### src/rtl/gpio_port_pkg.sv
package gpio_port_pkg;

   localparam int unsigned GPIO_ADDR_W = 2;

   typedef enum logic [GPIO_ADDR_W-1:0] {
      REG_DATA = 2'd0,
      REG_DIR  = 2'd1,
      REG_PULL = 2'd2,
      REG_NONE = 2'd3
   } gpio_reg_e;

endpackage

### src/rtl/gpio_sync.sv
module gpio_sync #(
   parameter int unsigned WIDTH  = 8,
   parameter int unsigned STAGES = 2
) (
   input  logic             clk,
   input  logic             rst_n,
   input  logic [WIDTH-1:0] d,
   output logic [WIDTH-1:0] q
);

   logic [WIDTH-1:0] stage_q [STAGES];

   always_ff @(posedge clk or negedge rst_n) begin
      if (!rst_n) begin
         for (int s = 0; s < STAGES; s++) stage_q[s] <= '0;
      end else begin
         stage_q[0] <= d;
         for (int s = 1; s < STAGES; s++) stage_q[s] <= stage_q[s-1];
      end
   end

   assign q = stage_q[STAGES-1];

endmodule

### src/rtl/gpio_regs.sv
module gpio_regs
   import gpio_port_pkg::*;
#(
   parameter int unsigned      WIDTH    = 8,
   parameter logic [WIDTH-1:0] PIN_MASK = '1
) (
   input  logic                   clk,
   input  logic                   rst_n,
   input  logic                   wr_en,
   input  logic [GPIO_ADDR_W-1:0] addr,
   input  logic [WIDTH-1:0]       wdata,
   output logic [WIDTH-1:0]       data_q,
   output logic [WIDTH-1:0]       dir_q,
   output logic [WIDTH-1:0]       pull_q
);

   logic [WIDTH-1:0] wmasked;
   assign wmasked = wdata & PIN_MASK;

   always_ff @(posedge clk or negedge rst_n) begin
      if (!rst_n) begin
         data_q <= '0;
         dir_q  <= '0;
         pull_q <= '0;
      end else if (wr_en) begin
         case (gpio_reg_e'(addr))
            REG_DATA: data_q <= wmasked;
            REG_DIR:  dir_q  <= wmasked;
            REG_PULL: pull_q <= wmasked;
            default:  ;
         endcase
      end
   end

endmodule

### src/rtl/gpio_pin.sv
module gpio_pin #(
   parameter bit PRESENT    = 1'b1,
   parameter bit OPEN_DRAIN = 1'b0
) (
   input  logic dir,
   input  logic data,
   input  logic pull,
   input  logic alt_oe,
   input  logic alt_out,
   input  logic sync_in,
   output logic pad_oe,
   output logic pad_out,
   output logic pad_pu,
   output logic alt_in,
   output logic rd_bit
);

   generate
      if (!PRESENT) begin : g_absent
         logic unused_absent;
         assign unused_absent = ^{dir, data, pull, alt_oe, alt_out, sync_in};
         assign pad_oe  = 1'b0;
         assign pad_out = 1'b0;
         assign pad_pu  = 1'b0;
         assign alt_in  = 1'b0;
         assign rd_bit  = 1'b1;
      end else begin : g_present
         logic drive_en;
         logic drive_val;
         assign drive_en  = alt_oe | dir;
         assign drive_val = alt_oe ? alt_out : data;
         assign pad_pu    = pull;
         assign alt_in    = ~dir & sync_in;
         assign rd_bit    = dir ? data : sync_in;
         if (OPEN_DRAIN) begin : g_od
            assign pad_oe  = drive_en & ~drive_val;
            assign pad_out = 1'b0;
         end else begin : g_pp
            assign pad_oe  = drive_en;
            assign pad_out = drive_en & drive_val;
         end
      end
   endgenerate

endmodule

### src/rtl/gpio_port.sv
module gpio_port
   import gpio_port_pkg::*;
#(
   parameter int unsigned      WIDTH       = 8,
   parameter logic [WIDTH-1:0] PIN_MASK    = '1,
   parameter logic [WIDTH-1:0] OD_MASK     = '0,
   parameter int unsigned      SYNC_STAGES = 2
) (
   input  logic                   clk,
   input  logic                   rst_n,
   input  logic                   bus_sel,
   input  logic                   bus_we,
   input  logic [GPIO_ADDR_W-1:0] bus_addr,
   input  logic [WIDTH-1:0]       bus_wdata,
   output logic [WIDTH-1:0]       bus_rdata,
   input  logic [WIDTH-1:0]       pad_in,
   output logic [WIDTH-1:0]       pad_oe,
   output logic [WIDTH-1:0]       pad_out,
   output logic [WIDTH-1:0]       pad_pu,
   input  logic [WIDTH-1:0]       alt_oe,
   input  logic [WIDTH-1:0]       alt_out,
   output logic [WIDTH-1:0]       alt_in
);

   generate
      if (WIDTH < 1 || WIDTH > 32) begin : g_bad_width
         $error("gpio_port: WIDTH must lie in 1..32");
      end
      if (SYNC_STAGES < 2) begin : g_bad_sync
         $error("gpio_port: SYNC_STAGES must be at least 2");
      end
   endgenerate

   logic [WIDTH-1:0] data_q, dir_q, pull_q;
   logic [WIDTH-1:0] sync_q;
   logic [WIDTH-1:0] rd_bits;

   gpio_regs #(.WIDTH(WIDTH), .PIN_MASK(PIN_MASK)) u_regs (
      .clk    (clk),
      .rst_n  (rst_n),
      .wr_en  (bus_sel & bus_we),
      .addr   (bus_addr),
      .wdata  (bus_wdata),
      .data_q (data_q),
      .dir_q  (dir_q),
      .pull_q (pull_q)
   );

   gpio_sync #(.WIDTH(WIDTH), .STAGES(SYNC_STAGES)) u_sync (
      .clk   (clk),
      .rst_n (rst_n),
      .d     (pad_in),
      .q     (sync_q)
   );

   for (genvar i = 0; i < WIDTH; i++) begin : g_pin
      gpio_pin #(.PRESENT(PIN_MASK[i]), .OPEN_DRAIN(OD_MASK[i])) u_pin (
         .dir     (dir_q[i]),
         .data    (data_q[i]),
         .pull    (pull_q[i]),
         .alt_oe  (alt_oe[i]),
         .alt_out (alt_out[i]),
         .sync_in (sync_q[i]),
         .pad_oe  (pad_oe[i]),
         .pad_out (pad_out[i]),
         .pad_pu  (pad_pu[i]),
         .alt_in  (alt_in[i]),
         .rd_bit  (rd_bits[i])
      );
   end

   always_comb begin
      case (gpio_reg_e'(bus_addr))
         REG_DATA: bus_rdata = rd_bits;
         REG_DIR:  bus_rdata = dir_q;
         REG_PULL: bus_rdata = pull_q;
         default:  bus_rdata = '0;
      endcase
   end

endmodule

### config.mk
export PLATFORM = sky130hd
export DESIGN_NAME = gpio_port
export DESIGN_NICKNAME = d
export VERILOG_FILES = /design/src/rtl/gpio_port_pkg.sv /design/src/rtl/gpio_sync.sv /design/src/rtl/gpio_regs.sv /design/src/rtl/gpio_pin.sv /design/src/rtl/gpio_port.sv
export SDC_FILE = /design/constraint.sdc
export NUM_CORES = 1
export LEC_CHECK = 0
export BUFFER_PORTS_ARGS = -buffer_cell sky130_fd_sc_hd__buf_2
export CAP_MARGIN = 20
export CORE_UTILIZATION = 45
export DETAILED_ROUTE_END_ITERATION = 6
export PLACE_DENSITY = 0.84
export SYNTH_ARGS = -nofsm -noshare
export SYNTH_HDL_FRONTEND = slang
export SYNTH_SLANG_ARGS = --single-unit
### constraint.sdc
create_clock -name clk -period 2.3 [get_ports clk]
set_clock_uncertainty 0.1 [all_clocks]
set_input_delay 0.46 -clock clk [delete_from_list [all_inputs] [get_ports clk]]
set_output_delay 0.46 -clock clk [all_outputs]
set_load 0.05 [all_outputs]
Word-level counts from Yosys, hierarchy flattened
Cells that the tools add are included.

Input bits: 38. Register bits after elaboration: 40. Output and inout bits: 40. Word-level logic and storage cells: 61.

Multiplexer cells: 17. Equal/unequal tests: 2. Reduce and logical (&&, ||, !) cells: 4. Bitwise gates (word level): 33.

Operator list (count): 8-bit case mux with 3 select lines (1); 1-bit bitwise AND (17); 1-bit 2-to-1 mux (16); 1-bit inverter (8); 1-bit OR (8); 2-bit AND reduction (3); 2-bit by 1-bit == test with 1-bit output (second input constant) (1); 2-bit == test (second input constant) (1); 2-bit logical NOT (1).

Depth between registers and ports, before layout
Depth after elaboration: 2. Depth in mapped cells: 5. Depth with buffers taken out: 3.

Modules after synthesis
A second synthesis with hierarchy kept.

Cells, all modules: 152. Area, all modules: 1936.9 µm².

By module, submodules not included: gpio_regs (cells each 51, times used 1, area each 912.1 µm², sequential area each 600.6 µm²); gpio_sync (cells each 24, times used 1, area each 460.4 µm², sequential area each 400.4 µm²); gpio_pin (cells each 7, times used 8, area each 45.0 µm², sequential area each 0.0 µm²); gpio_port (cells each 21, times used 1, area each 203.9 µm², sequential area each 0.0 µm²).

Least setup slack after synthesis
Ideal clock, no wire load.

Kind: input-to-output. Start: input bus_addr[0]. End: output bus_rdata[4]. Data required time: 1.740 ns. Path buffers: 1. Stages on the path: 4. Setup slack: 0.507 ns. Arrival: 1.233 ns. Cell sequence: and2b_1 buf_6 a22oi_1 nand2_1.

Word-level cells in the longest chain between the ends: 2. Elaborated cells on any way between the ends: 4.

Ends and longest elaborated chain: start: declaration (line gpio_port.sv:13) `input logic [GPIO_ADDR_W-1:0] bus_addr,`; 2-bit == test (tied with other cells) (line gpio_port.sv:73) `case (gpio_reg_e'(bus_addr))`; 8-bit case mux with 3 select lines (*) (line gpio_port.sv:73); end: declaration (line gpio_port.sv:15) `output logic [WIDTH-1:0] bus_rdata,`.

Every way passes the cells marked *; elsewhere a longest branch is shown, timed or not.

Worst setup path after layout
Start: input bus_addr[0]. End: output bus_rdata[2].

Same word-level chain as after synthesis.

==> flow_metrics.env <==
export IMPL_worst_setup_path_start_kind="input port"
export IMPL_total_routing_resource_utilization_after_global_routing=0.184
export IMPL_fin_crit_sh=0.868
export IMPL_crit_chain="buf_2, and2b_1, buf_4, a22oi_1, nand2_1, buf_2"
export IMPL_grt_pass1_vias=1244
export IMPL_tightest_slew_ns=0.393
export IMPL_floorplan_row_count=23
export IMPL_num_fill_cells=384
export IMPL_period_needed_ns=2.00
export IMPL_netlist_instances=169
export IMPL_die_width_um=68.9
export IMPL_postSynthAreaPerCell_sq_um=11.9
export IMPL_worst_slew_margin_rel=0.738
export IMPL_postCtsSetupRepairBufs=0
export IMPL_initial_utilization=0.486
export IMPL_initial_antenna_violation_count=0
export IMPL_worstSetupEndpointType="output pin"
export IMPL_final_common_cell="sky130_fd_sc_hd__buf_2"
export IMPL_worst_hold_path_type="input port to register"
export IMPL_floorplan_die_area_sq_um=4750
export IMPL_clk_pin_slew_worst_paths_ns=0.07
export IMPL_cts_buffers=5
export IMPL_detailedRoute_firstIterationViolations=70
export IMPL_final_cell_count_no_fill=276
export IMPL_layout_cells_most_common_list="sky130_fd_sc_hd__buf_2 (77), sky130_fd_sc_hd__dfrtp_1 (40), sky130_fd_sc_hd__nand2_1 (24), sky130_fd_sc_hd__mux2_4 (16)"
export IMPL_finalHoldViolCount=0
export IMPL_detail_route_wirelength_um=4030
export IMPL_ctsHtreeMaxLevel=2
export IMPL_design_final_nets=263
export IMPL_final_max_tran_viols=0
export IMPL_tritoncts="built"
export IMPL_synthToLayoutAreaGrowth_pct=16.0
export IMPL_number_of_synthesized_flops_with_an_enable_pin=0
export IMPL_yosys_register_bits=40
export IMPL_grt_start_max_net_pins=19
export IMPL_totalPowerFinal_mw=2.20
export IMPL_detailedPlacementHpwl_um=3000
export IMPL_fraction_of_the_yosys_area_taken_by_sequential_cells=0.497
export IMPL_crit_path_max_fanout=9
export IMPL_numPlacedInstances=267
export IMPL_first_pass_iters=4
export IMPL_synth_area_sq_um=2010
export IMPL_antenna_violating_nets_post_route=0
export IMPL_max_vdd_drop_mv=0.427
export IMPL_crit_type="input port to output pin"
export IMPL_fin_tns_setup_ns=0
export IMPL_final_util=0.564
export IMPL_num_vias=1351
export IMPL_crit_path_max_incr_delay_ns=0.21
export IMPL_warning_count_from_the_yosys_run=0
export IMPL_drv_cap=0
export IMPL_ys_async_rst_share=1.00
export IMPL_antennaDiodeCount=0
export IMPL_wl_per_cell_um=14.6
export IMPL_worst_endpoint_required_ns=1.74
export IMPL_clock_sinks=40
export IMPL_post_route_cells_drive_above_1_share=0.562
export IMPL_worstSkewPairLatency_ns=0.29
export IMPL_clock_path_buffers=2
export IMPL_port_buffers=77
export IMPL_ys_dominant_reg_cell="sky130_fd_sc_hd__dfrtp_1"
export IMPL_run_status="finished clean"
export IMPL_fmax_mhz=501
export IMPL_p_leak_nw=1.21
export IMPL_grt_setup_unrepaired="no"
export IMPL_ios=78
export IMPL_syn_nets=207
export IMPL_slowest_stage="sky130_fd_sc_hd__buf_2"
export IMPL_die_h_um=68.9
export IMPL_wire_length_of_the_first_global_routing_pass_um=5940
export IMPL_gr_total_overflow=0
export IMPL_core_area_sq_um=4140
export IMPL_critical_path_arrival_ns=1.44
export IMPL_power_per_cell_area_nw_per_um2=944
export IMPL_gp_routability_congestion=0.708
export IMPL_clk_tree_root_cell="sky130_fd_sc_hd__clkbuf_8"
export IMPL_viasPerCell=4.89
export IMPL_most_repeated_library_cell_on_the_critical_path="sky130_fd_sc_hd__buf_2"
export IMPL_remaining_drc_errors=0
export IMPL_count_of_distinct_cell_types_in_the_synthesized_netlist=17
export IMPL_final_report_setup_violation_count=0
## cell usage after synthesis, types with 3 or more instances
master	count	area (sq um)
sky130_fd_sc_hd__dfrtp_1	40	1000
sky130_fd_sc_hd__buf_4	32	240
sky130_fd_sc_hd__nand2_1	24	90.1
sky130_fd_sc_hd__mux2_4	16	240
sky130_fd_sc_hd__a22oi_1	8	60.1
sky130_fd_sc_hd__mux2_2	8	90.1
sky130_fd_sc_hd__nor2b_1	8	50.1
sky130_fd_sc_hd__o211ai_1	8	60.1
sky130_fd_sc_hd__o21ai_0	8	40.0
sky130_fd_sc_hd__or2_2	8	50.1
sky130_fd_sc_hd__buf_6	3	33.8
## through the flow
stage                     cell area [sq um]  hold WS [ns]  setup WS [ns]
final                                  2340         0.170          0.304
after global routing                   2340         0.158          0.237
after CTS                              2340         0.161          0.297
after detailed placement               2230         0.236          0.299
after global placement                 2230         0.232          0.324
after floorplan                        2010        0.0644          0.507
## registers in the layout, summed over array words and instances (netlist names)
name / cells
u_regs.data_q: 8
u_regs.dir_q: 8
u_regs.pull_q: 8
u_sync.q: 8
u_sync.stage_q: 8
## where the power goes
part | leakage, nW | switching [mW] | internal, mW | total [mW]
clock | 0.0510 | 0.235 | 0.239 | 0.474
sequential | 0.474 | 0.0933 | 0.811 | 0.904
combinational | 0.682 | 0.565 | 0.261 | 0.826
## final cells by class
class,count,area [sq um],share of cell area
tap,50,62.6,0.0268
clock inverter,2,10.0,0.00428
sequential,40,1000,0.428
clock buffer,6,82.6,0.0354
multi-input combinational,93,736,0.315
timing repair buffer,84,440,0.189
inverter,1,3.75,0.00161
## critical path: cells and delay by family
family,cells,cell delay (ns)
AOI/OAI and AO/OA,1,0.19
buffers and inverters,3,0.50
and+or+nand+nor,2,0.27
## layer usage
metal / part of all wire / GRT usage
met2: 0.50 / 0.312
met1: 0.42 / 0.220
met4: 0.013 / 0.0689
met3: 0.061 / 0.0510
met5: 0 / 0
## cell families (layout without fill, tap and decap cells)
kind of cell | Yosys count | count (layout) | synth area share
simple gates | 45 | 45 | 0.122
flops | 40 | 40 | 0.497
buf+inv | 36 | 93 | 0.138
compound gates | 24 | 24 | 0.0795
mux | 24 | 24 | 0.164
## timing repair
action,in CTS,in global routing
gates resized for setup,0,0
hold endpoints to repair,16,0
hold buffers,1,0
## worst paths after layout
path / slack (ns) / startpoint / cells past startpoint / endpoint
worst min register to register: 0.25 / u_sync.stage_q[11]$_DFF_PN0_ / 0 / u_sync.q[3]$_DFF_PN0_
worst max-delay path: 0.30 / bus_addr[0] / 6 / bus_rdata[2]
min in group asynchronous: 0.53 / rst_n / 2 / u_sync.stage_q[13]$_DFF_PN0_
worst max register to register: 1.39 / u_regs.dir_q[1]$_DFFE_PN0P_ / 1 / u_regs.dir_q[1]$_DFFE_PN0P_
max in group asynchronous: 1.05 / rst_n / 3 / u_sync.stage_q[14]$_DFF_PN0_
worst min-delay path: 0.17 / pad_in[3] / 1 / u_sync.stage_q[11]$_DFF_PN0_
Note: power is estimated with default switching activity, not from simulation.
